`src/rtl/mpw_pkg.sv`:
```
// Shared constants and pointer-field type for the multi-panel write controller.
// Assumes the 22-bit pointer layout panel[21:13], row[12:3], byte[2:0].
package mpw_pkg;
    localparam int PTR_W     = 22;
    localparam int IDX_W     = 3;
    localparam int BUF_BYTES = 1 << IDX_W;
    localparam int ROW_W     = 10;
    localparam int PNL_W     = PTR_W - ROW_W - IDX_W;
    localparam int ERS_W     = 7;
    localparam int ERS_LSB   = PTR_W - PNL_W - ERS_W;

    typedef struct packed {
        logic [PNL_W-1:0] pnl;
        logic [ROW_W-1:0] row;
        logic [IDX_W-1:0] idx;
        logic [ERS_W-1:0] ers;
    } ptr_fields_t;
endpackage

```
`src/rtl/mpw_ptr_decode.sv`:
```
// Splits a table pointer into panel, row offset, byte index and erase region.
// Purely combinational; assumes the field layout from mpw_pkg.
module mpw_ptr_decode
    import mpw_pkg::*;
(
    input  logic [PTR_W-1:0] ptr,
    output ptr_fields_t      fields
);
    // Field extraction.
    always_comb begin
        fields.idx = ptr[IDX_W-1:0];
        fields.row = ptr[IDX_W +: ROW_W];
        fields.pnl = ptr[PTR_W-1 -: PNL_W];
        fields.ers = ptr[ERS_LSB +: ERS_W];
    end
endmodule

```
`src/rtl/mpw_panel_buf.sv`:
```
// One panel's row staging buffer: byte or halfword writes, loaded flag, and a
// clear that restores the erased value. Assumes the caller has already gated
// we with panel selection and the busy state.
module mpw_panel_buf
    import mpw_pkg::*;
(
    input  logic                   clk,
    input  logic                   rst_n,
    input  logic                   we,
    input  logic                   half,
    input  logic [IDX_W-1:0]       idx,
    input  logic [15:0]            din,
    input  logic                   clr,
    output logic [BUF_BYTES*8-1:0] q,
    output logic                   loaded
);
    logic [7:0] mem [BUF_BYTES];

    // Storage update: reset/clear to erased state, otherwise byte or halfword write.
    always_ff @(posedge clk) begin
        if (!rst_n || clr) begin
            for (int b = 0; b < BUF_BYTES; b++) mem[b] <= 8'hFF;
            loaded <= 1'b0;
        end else if (we) begin
            if (half) begin
                mem[{idx[IDX_W-1:1], 1'b0}] <= din[7:0];
                mem[{idx[IDX_W-1:1], 1'b1}] <= din[15:8];
            end else begin
                mem[idx] <= din[7:0];
            end
            loaded <= 1'b1;
        end
    end

    // Flatten the storage to the output bus, byte 0 in the low bits.
    always_comb begin
        for (int b = 0; b < BUF_BYTES; b++) q[b*8 +: 8] = mem[b];
    end
endmodule

```
`src/rtl/mpw_commit_ctl.sv`:
```
// Commit sequencer: checks the row offset against the load offset, builds the
// panel mask, holds the strobe while the external hold is high, then clears.
// Assumes commit requests arrive as single-cycle pulses while idle.
module mpw_commit_ctl
    import mpw_pkg::*;
#(
    parameter int NUM_PANELS = 4
) (
    input  logic                  clk,
    input  logic                  rst_n,
    input  logic                  commit_req,
    input  logic [PNL_W-1:0]      cmt_pnl,
    input  logic [ROW_W-1:0]      cmt_row,
    input  logic                  multi,
    input  logic                  any_loaded,
    input  logic                  wr_ok,
    input  logic [ROW_W-1:0]      wr_row,
    input  logic                  prog_hold,
    output logic                  prog_strobe,
    output logic [NUM_PANELS-1:0] prog_mask,
    output logic [ROW_W-1:0]      prog_row,
    output logic                  cmt_err,
    output logic                  buf_clr
);
    typedef enum logic {CC_IDLE, CC_PROG} cc_state_t;
    cc_state_t state;
    logic [ROW_W-1:0]      load_row;
    logic                  mismatch, accept;
    logic [NUM_PANELS-1:0] mask_d;

    // Commit qualification and mask selection.
    always_comb begin
        mismatch = any_loaded && (cmt_row != load_row);
        accept   = commit_req && (state == CC_IDLE) && !mismatch;
        for (int p = 0; p < NUM_PANELS; p++)
            mask_d[p] = multi || (cmt_pnl == PNL_W'(p));
        buf_clr  = (state == CC_PROG) && !prog_hold;
    end

    // Remember the row offset of the last accepted write.
    always_ff @(posedge clk) begin
        if (!rst_n)     load_row <= '0;
        else if (wr_ok) load_row <= wr_row;
    end

    // Sequencer state, latched mask/row and error flag.
    always_ff @(posedge clk) begin
        if (!rst_n) begin
            state     <= CC_IDLE;
            prog_mask <= '0;
            prog_row  <= '0;
            cmt_err   <= 1'b0;
        end else if (state == CC_IDLE) begin
            if (accept) begin
                state     <= CC_PROG;
                prog_mask <= mask_d;
                prog_row  <= cmt_row;
                cmt_err   <= 1'b0;
            end else if (commit_req) begin
                cmt_err   <= 1'b1;
            end
        end else if (!prog_hold) begin
            state     <= CC_IDLE;
            prog_mask <= '0;
        end
    end

    assign prog_strobe = (state == CC_PROG);
endmodule

```
`src/rtl/mpw_flash_wbuf.sv`:
```
// Top of the multi-panel write buffer controller: decodes the write pointer,
// steers writes into per-panel buffers, holds the mode register and hands
// commits to the sequencer. Assumes a single clock with synchronous reset.
module mpw_flash_wbuf
    import mpw_pkg::*;
#(
    parameter int              NUM_PANELS    = 4,
    parameter logic [PTR_W-1:0] MODE_REG_ADDR = 22'h3C0006,
    parameter logic [7:0]       MULTI_KEY     = 8'h40
) (
    input  logic                            clk,
    input  logic                            rst_n,
    input  logic                            wr_en,
    input  logic                            wr_half,
    input  logic [PTR_W-1:0]                wr_ptr,
    input  logic [15:0]                     wr_data,
    input  logic                            cfg_we,
    input  logic [PTR_W-1:0]                cfg_addr,
    input  logic [7:0]                      cfg_data,
    input  logic                            commit_req,
    input  logic [PTR_W-1:IDX_W]            commit_ptr,
    input  logic                            prog_hold,
    output logic                            multi_mode,
    output logic                            prog_strobe,
    output logic [NUM_PANELS-1:0]           prog_mask,
    output logic [ROW_W-1:0]                prog_row,
    output logic [NUM_PANELS*BUF_BYTES*8-1:0] prog_data,
    output logic                            cmt_err,
    output logic [ERS_W-1:0]                erase_blk
);
    localparam int PBITS = BUF_BYTES * 8;

    ptr_fields_t           wf;
    logic                  wr_ok, buf_clr;
    logic [NUM_PANELS-1:0] loaded;

    mpw_ptr_decode dec_i (.ptr(wr_ptr), .fields(wf));

    // Accept data writes only for existing panels and only while not programming.
    assign wr_ok     = wr_en && !prog_strobe && (wf.pnl < PNL_W'(NUM_PANELS));
    assign erase_blk = wf.ers;

    // One staging buffer per panel.
    for (genvar p = 0; p < NUM_PANELS; p++) begin : g_panel
        mpw_panel_buf buf_i (
            .clk    (clk),
            .rst_n  (rst_n),
            .we     (wr_ok && (wf.pnl == PNL_W'(p))),
            .half   (wr_half),
            .idx    (wf.idx),
            .din    (wr_data),
            .clr    (buf_clr),
            .q      (prog_data[p*PBITS +: PBITS]),
            .loaded (loaded[p])
        );
    end

    // Mode register: the key value selects multi-panel mode, anything else single.
    always_ff @(posedge clk) begin
        if (!rst_n)
            multi_mode <= 1'b0;
        else if (cfg_we && !prog_strobe && (cfg_addr == MODE_REG_ADDR))
            multi_mode <= (cfg_data == MULTI_KEY);
    end

    mpw_commit_ctl #(.NUM_PANELS(NUM_PANELS)) ctl_i (
        .clk         (clk),
        .rst_n       (rst_n),
        .commit_req  (commit_req),
        .cmt_pnl     (commit_ptr[PTR_W-1 -: PNL_W]),
        .cmt_row     (commit_ptr[IDX_W +: ROW_W]),
        .multi       (multi_mode),
        .any_loaded  (|loaded),
        .wr_ok       (wr_ok),
        .wr_row      (wf.row),
        .prog_hold   (prog_hold),
        .prog_strobe (prog_strobe),
        .prog_mask   (prog_mask),
        .prog_row    (prog_row),
        .cmt_err     (cmt_err),
        .buf_clr     (buf_clr)
    );
endmodule

```
`config.mk`:
```
export PLATFORM = sky130hd
export DESIGN_NAME = mpw_flash_wbuf
export DESIGN_NICKNAME = d
export VERILOG_FILES = /design/src/rtl/mpw_pkg.sv /design/src/rtl/mpw_ptr_decode.sv /design/src/rtl/mpw_panel_buf.sv /design/src/rtl/mpw_commit_ctl.sv /design/src/rtl/mpw_flash_wbuf.sv
export SDC_FILE = /design/constraint.sdc
export NUM_CORES = 1
export LEC_CHECK = 0
export ABC_AREA = 1
export CAP_MARGIN = 20
export CORE_MARGIN = 1.5
export CORE_UTILIZATION = 47
export DETAILED_ROUTE_END_ITERATION = 6
export GPL_ROUTABILITY_DRIVEN = 1
export GPL_TIMING_DRIVEN = 1
export PLACE_DENSITY = 0.8
export SLEW_MARGIN = 20
export SYNTH_ARGS = -nofsm -noshare
export SYNTH_HDL_FRONTEND = slang
export SYNTH_SLANG_ARGS = --single-unit
```
`constraint.sdc`:
```
create_clock -name clk -period 2.7 [get_ports clk]
set_input_delay 0.54 -clock clk [delete_from_list [all_inputs] [get_ports clk]]
set_output_delay 0.54 -clock clk [all_outputs]
set_load 0.005 [all_outputs]
```
After elaboration in Yosys (flattened, before gate mapping) --
Memories as Yosys holds them, arrays and structs flattened. Cells that the tools add are included.
Operators by class: multipliers 0, magnitude comparators 1, bitwise gates (word level) 1, reductions and logical operators 41, add/subtract/negate cells 0, div/mod/pow operators 0, multiplexer cells 72, equal/unequal tests 10, shifts and indexed selects 0
Operator list (number):
- $mux 8 | 12
- $reduce_or 8->1 | 12
- $mux 1 | 45
- $eq 9x2->1 const B | 4
- $mux 3 | 12
- $eq 22x22->1 const B | 1
- $eq 9x1->1 const B | 2
- $logic_not 9->1 | 2
- $logic_and 1x1->1 | 12
- $mux 4 | 3
- $ne 10x10->1 | 1
- $lt 9x3->1 const B | 1
- $eq 8x7->1 const B | 1
- $reduce_and 2->1 | 3
- $logic_or 1x1->1 | 5
- $logic_not 1->1 | 4
- $reduce_bool 2->1 | 2
- $reduce_or 4->1 | 1
- $ne 2x2->1 const B | 1
- $not 1->1 | 1
Word-level totals: word-level logic and storage cells 139, memory bits (read-only) 0, bits in latches 0, flip-flop bits (word level) 31, memory bits (writable) 256, memories kept 4
Memory list:
- g_panel[0].buf_i.mem | depth 8, width 8, rd ports 8, clocked after memory_dff 0, write ports 8, RTL line mpw_panel_buf.sv:17 | logic [7:0] mem [BUF_BYTES];
- g_panel[1].buf_i.mem | depth 8, width 8, rd ports 8, clocked after memory_dff 0, write ports 8, RTL line mpw_panel_buf.sv:17
- g_panel[2].buf_i.mem | depth 8, width 8, rd ports 8, clocked after memory_dff 0, write ports 8, RTL line mpw_panel_buf.sv:17
- g_panel[3].buf_i.mem | depth 8, width 8, rd ports 8, clocked after memory_dff 0, write ports 8, RTL line mpw_panel_buf.sv:17

Depth between registers and ports, before layout --
depth in word-level cells 10, depth in mapped cells 12

Hierarchy --
A second synthesis with hierarchy kept.
Second synthesis, totals: cells, all modules 1380, area total of the unflattened synthesis 13446.6 µm²
Modules (own cells, without submodules):
- mpw_panel_buf at g_panel[2].buf_i ... | sequential area each 1941.9 µm², instances 2, cells each 302, area an instance 2990.4 µm²
- mpw_panel_buf at g_panel[1].buf_i | sequential area each 1941.9 µm², instances 1, cells each 258, area an instance 2960.3 µm²
- mpw_panel_buf at g_panel[0].buf_i | sequential area each 1941.9 µm², instances 1, cells each 258, area an instance 2832.7 µm²
- mpw_commit_ctl | sequential area each 520.5 µm², instances 1, cells each 175, area an instance 1197.4 µm²
- mpw_flash_wbuf | sequential area each 20.0 µm², instances 1, cells each 56, area an instance 257.7 µm²
- mpw_ptr_decode | sequential area each 0.0 µm², instances 1, cells each 29, area an instance 217.7 µm²

Worst setup path before layout --
OpenSTA, ideal clock, no wires.
path type in2reg, start point in wr_ptr[16], end point mem g_panel[3].buf_i.mem[0][0] (enable), setup slack 0.444 ns, data required time 2.371 ns, library setup time 0.329 ns, buffers on the path 0, stages 9, arrival time 1.926 ns, cell sequence or2_0 > nor2_2 > nand2_4 > nor2_8 > nand2_2 > nor2_4 > nand2_2 > o21ai_2 > or2_1
RTL lines:
- start: declaration | RTL line mpw_flash_wbuf.sv:15 | input logic [PTR_W-1:0] wr_ptr,
- end: declaration | RTL line mpw_panel_buf.sv:17

==> reports/metrics.yaml <==
crit_buf_inv: 2
crit_path_frequent_cell: "nand2_1"
ant_nets: 0
synth_most_common_cell: "nand2_1"
grt_use_total_pct: 29.1
ctsResizeCount: 0
clockBufferDepth: 3
cp_slowest_cell: "clkdlybuf4s50_1"
period_share_pct: 83.6
drive_gt1_share_pct: 12.5
synth.area.top_cells: "edfxtp_1 62%, nand2_1 9.8%, inv_1 5.2%, dfxtp_1 5.0%, o21ai_1 3.6%"
insertion_delay_ns: 0.57
area_growth_pct: 48.0
ir_worst_vdd_mv: 0.526
tightest_slew_ns: 0.425
synth_top_cells_by_count: "323 x nand2_1, 256 x edfxtp_1, 172 x inv_1, 89 x o21ai_1, 71 x nor2_1"
via_count: 10400
avgSynthCellArea_um2: 10.4
synth_flop_cell: "edfxtp_1"
wl_met2_um: 20200
gp_congestion: 0.907
reg2reg_from: "ctl_i.prog_strobe"
synth_top_area_share_pct: 62.1
drt_first_pass_iters: 5
power_density_mw_per_mm2: 525
cp_cell_sequence: "clkdlybuf4s50_1 > or2_0 > nor2_2 > nand2_4 > nor2_8 > nand2_2 > nor2_4 > nand2_1 > buf_4 > nand2_1 > nand2_1"
cp_max_fo: 8
numPortBuffers: 373
dp.cells: 1954
cts_hold_buf: 0
drc: 0
async_flop_share_pct: 0
hpwl_um: 29300
drt_iter0_drc: 779
wirelength_um: 40000
max-cap-violations: 0
fmax_ghz: 0.443
critical-path-top-delay-family: "simple AND/OR/NAND/NOR gates"
status: "complete, no violations"
max_stage_delay_ns: 0.42
start_util_pct: 47.6
startpoint_type: "input pin"
setup_violations: 0
holdCritStartpoint: "g_panel[3].buf_i.loaded"
wl_met3_um: 4080
ios: 374
grt_pass1_vias: 10300
core_mm2: 0.0260
dieArea_mm2: 0.0273
rsz0062_at_grt: "no"
cts.root.buffer_cell: "clkbuf_16"
power_leakage_nw: 5.89
final_nets: 1744
final.setup_skew_ns: 0.0141
synth_seq_cells: 287
syn-cell-area_mm2: 0.0124
grt_pass1_wl_um: 58500
fin_cells: 2008
die_w_um: 165
dr.max_layer_used: "met5"
hold_depth: 2
slew_viol_final: 0
path_clk_slew_ns: 0.06
hold_class: "reg2reg"
worstPathRequired_ns: 3.00
syn_nets: 1286
vias_per_cell: 5.17
rr_endpoint: "g_panel[1].buf_i.mem[6][4]"
cts_setup_buffers: 0
fin_util_pct: 70.5
overflow: 0
r2r_cells: 9
slew_headroom_pct: 71.6
synth_edf_count: 256
rows: 59
synthCells: 1192
synth.yosys.warnings: 0
cts_tree: "built"
h-tree-depth: 1
synth_seq_area_share_pct: 67.1
fp.dieH_um: 165
clock-sinks: 287
period_needed_ns: 2.26
finalHoldViolations: 0
ys_types: 34
wl_met1_um: 14000
numCtsBuffers: 29
antenna_found_initial: 3
cp.arrival_ns: 2.56
end_kind: "flop"
synth_top_cell_by_area: "edfxtp_1"
hold_end: "g_panel[3].buf_i.loaded"
grt_max_degree: 31
reg2reg_slack_ns: 0.61
path_class: "in2reg"
wire_per_inst_um: 19.9
[worst reg2reg max path: cells and delay by family (launching register included)]
kind | cells | cell delay [ns]
buffers and inverters | 1 | 0.19
flip-flops | 1 | 0.38
AND/OR/NAND/NOR | 8 | 1.27
[where the power goes]
group | switching, W | total, W | leakage, nW | internal, W
combinational | 0.000414 | 0.000745 | 3.42 | 0.000331
clock | 0.00166 | 0.00401 | 0.461 | 0.00235
sequential | 0.00000998 | 0.00486 | 2.02 | 0.00485
total | 0.00208 | 0.00962 | 5.89 | 0.00753
[how the worst max path moves through the flow]
| stage | startpoint | slack [ns] | depth (start not counted) | endpoint |
|---|---|---|---|---|
| 3_5_place_dp | wr_ptr[15] | -0.13 | 11 | g_panel[1].buf_i.mem[6][4] |
| 5_1_grt | wr_ptr[15] | 0.29 | 11 | g_panel[1].buf_i.mem[6][4] |
| 3_3_place_gp | wr_ptr[15] | -0.1 | 11 | g_panel[1].buf_i.mem[7][5] |
| 6_report | wr_ptr[15] | 0.44 | 11 | g_panel[1].buf_i.mem[6][4] |
| 2_1_floorplan | wr_ptr[16] | 0.44 | 9 | g_panel[3].buf_i.mem[0][0] |
| 4_1_cts | wr_ptr[15] | 0.46 | 11 | g_panel[1].buf_i.mem[6][4] |
[cell type report]
class / instances / area [um^2]
Sequential cell: 287 / 8310
Fill cell: 1786 / 7670
Timing Repair Buffer: 487 / 4860
Multi-Input combinational cell: 668 / 3120
Clock buffer: 35 / 748
Inverter: 177 / 664
Tap cell: 335 / 419
Clock inverter: 15 / 189
Antenna cell: 4 / 10.0
[cells in the final DEF (no fill, tap or decap), types with 3 or more instances in the layout]
cell type	count
nand3b_1	15
o21ai_1	89
xnor2_1	4
a21oi_1	13
buf_12	22
clkbuf_16	29
nor2_2	17
clkinv_1	4
clkdlybuf4s50_1	373
nand2_2	15
nor2_4	5
bufinv_16	4
clkinv_2	5
nand2_1	323
clkbuf_1	6
inv_2	5
nand3_1	29
nand3_4	3
dfxtp_1	31
o21ai_0	62
nand2_4	4
edfxtp_1	256
inv_1	172
buf_4	92
nor4_1	4
diode_2	4
nor2_1	71
[metal layers]
metal  global-route usage [%]  vias up
li1                         -     4790
met1                     33.4     4836
met2                     51.7      635
met3                     6.82      109
met4                     12.5        2
met5                        0        -
[cell families (layout without fill, tap and decap cells)]
family | Yosys count | count (layout) | share of synthesized area, %
and+or+nand+nor | 495 | 495 | 17.9
DFF | 287 | 287 | 67.1
buffers and inverters | 237 | 714 | 7.69
AOI/OAI and AO/OA | 167 | 167 | 6.89
xor gates and xnor gates | 6 | 6 | 0.425
other | 0 | 4 | 0
[sequential cells by signal, indices dropped and copies added (netlist names)]
| register | count |
|---|---|
| ctl_i.load_row | 10 |
| g_panel.buf_i.mem | 256 |
| g_panel.buf_i.loaded | 4 |
| ctl_i.prog_strobe | 1 |
| ctl_i.prog_row | 10 |
| ctl_i.prog_mask | 4 |
| ctl_i.cmt_err | 1 |
| multi_mode | 1 |
[metrics by stage]
step | setup TNS [ns] | hold WS [ns] | setup slack [ns] | power [W] | area (um^2)
floorplan | 0 | 0.435 | 0.444 | 0.00521 | 12400
global placement | -5.03 | 0.443 | -0.0952 | 0.00568 | 17400
detailed placement | -10.05 | 0.456 | -0.133 | 0.00569 | 17400
CTS | 0 | 0.464 | 0.456 | 0.00966 | 18300
global route | 0 | 0.490 | 0.288 | 0.00986 | 18300
finish | 0 | 0.465 | 0.442 | 0.00962 | 18300
(Power assumes the default switching activity.)
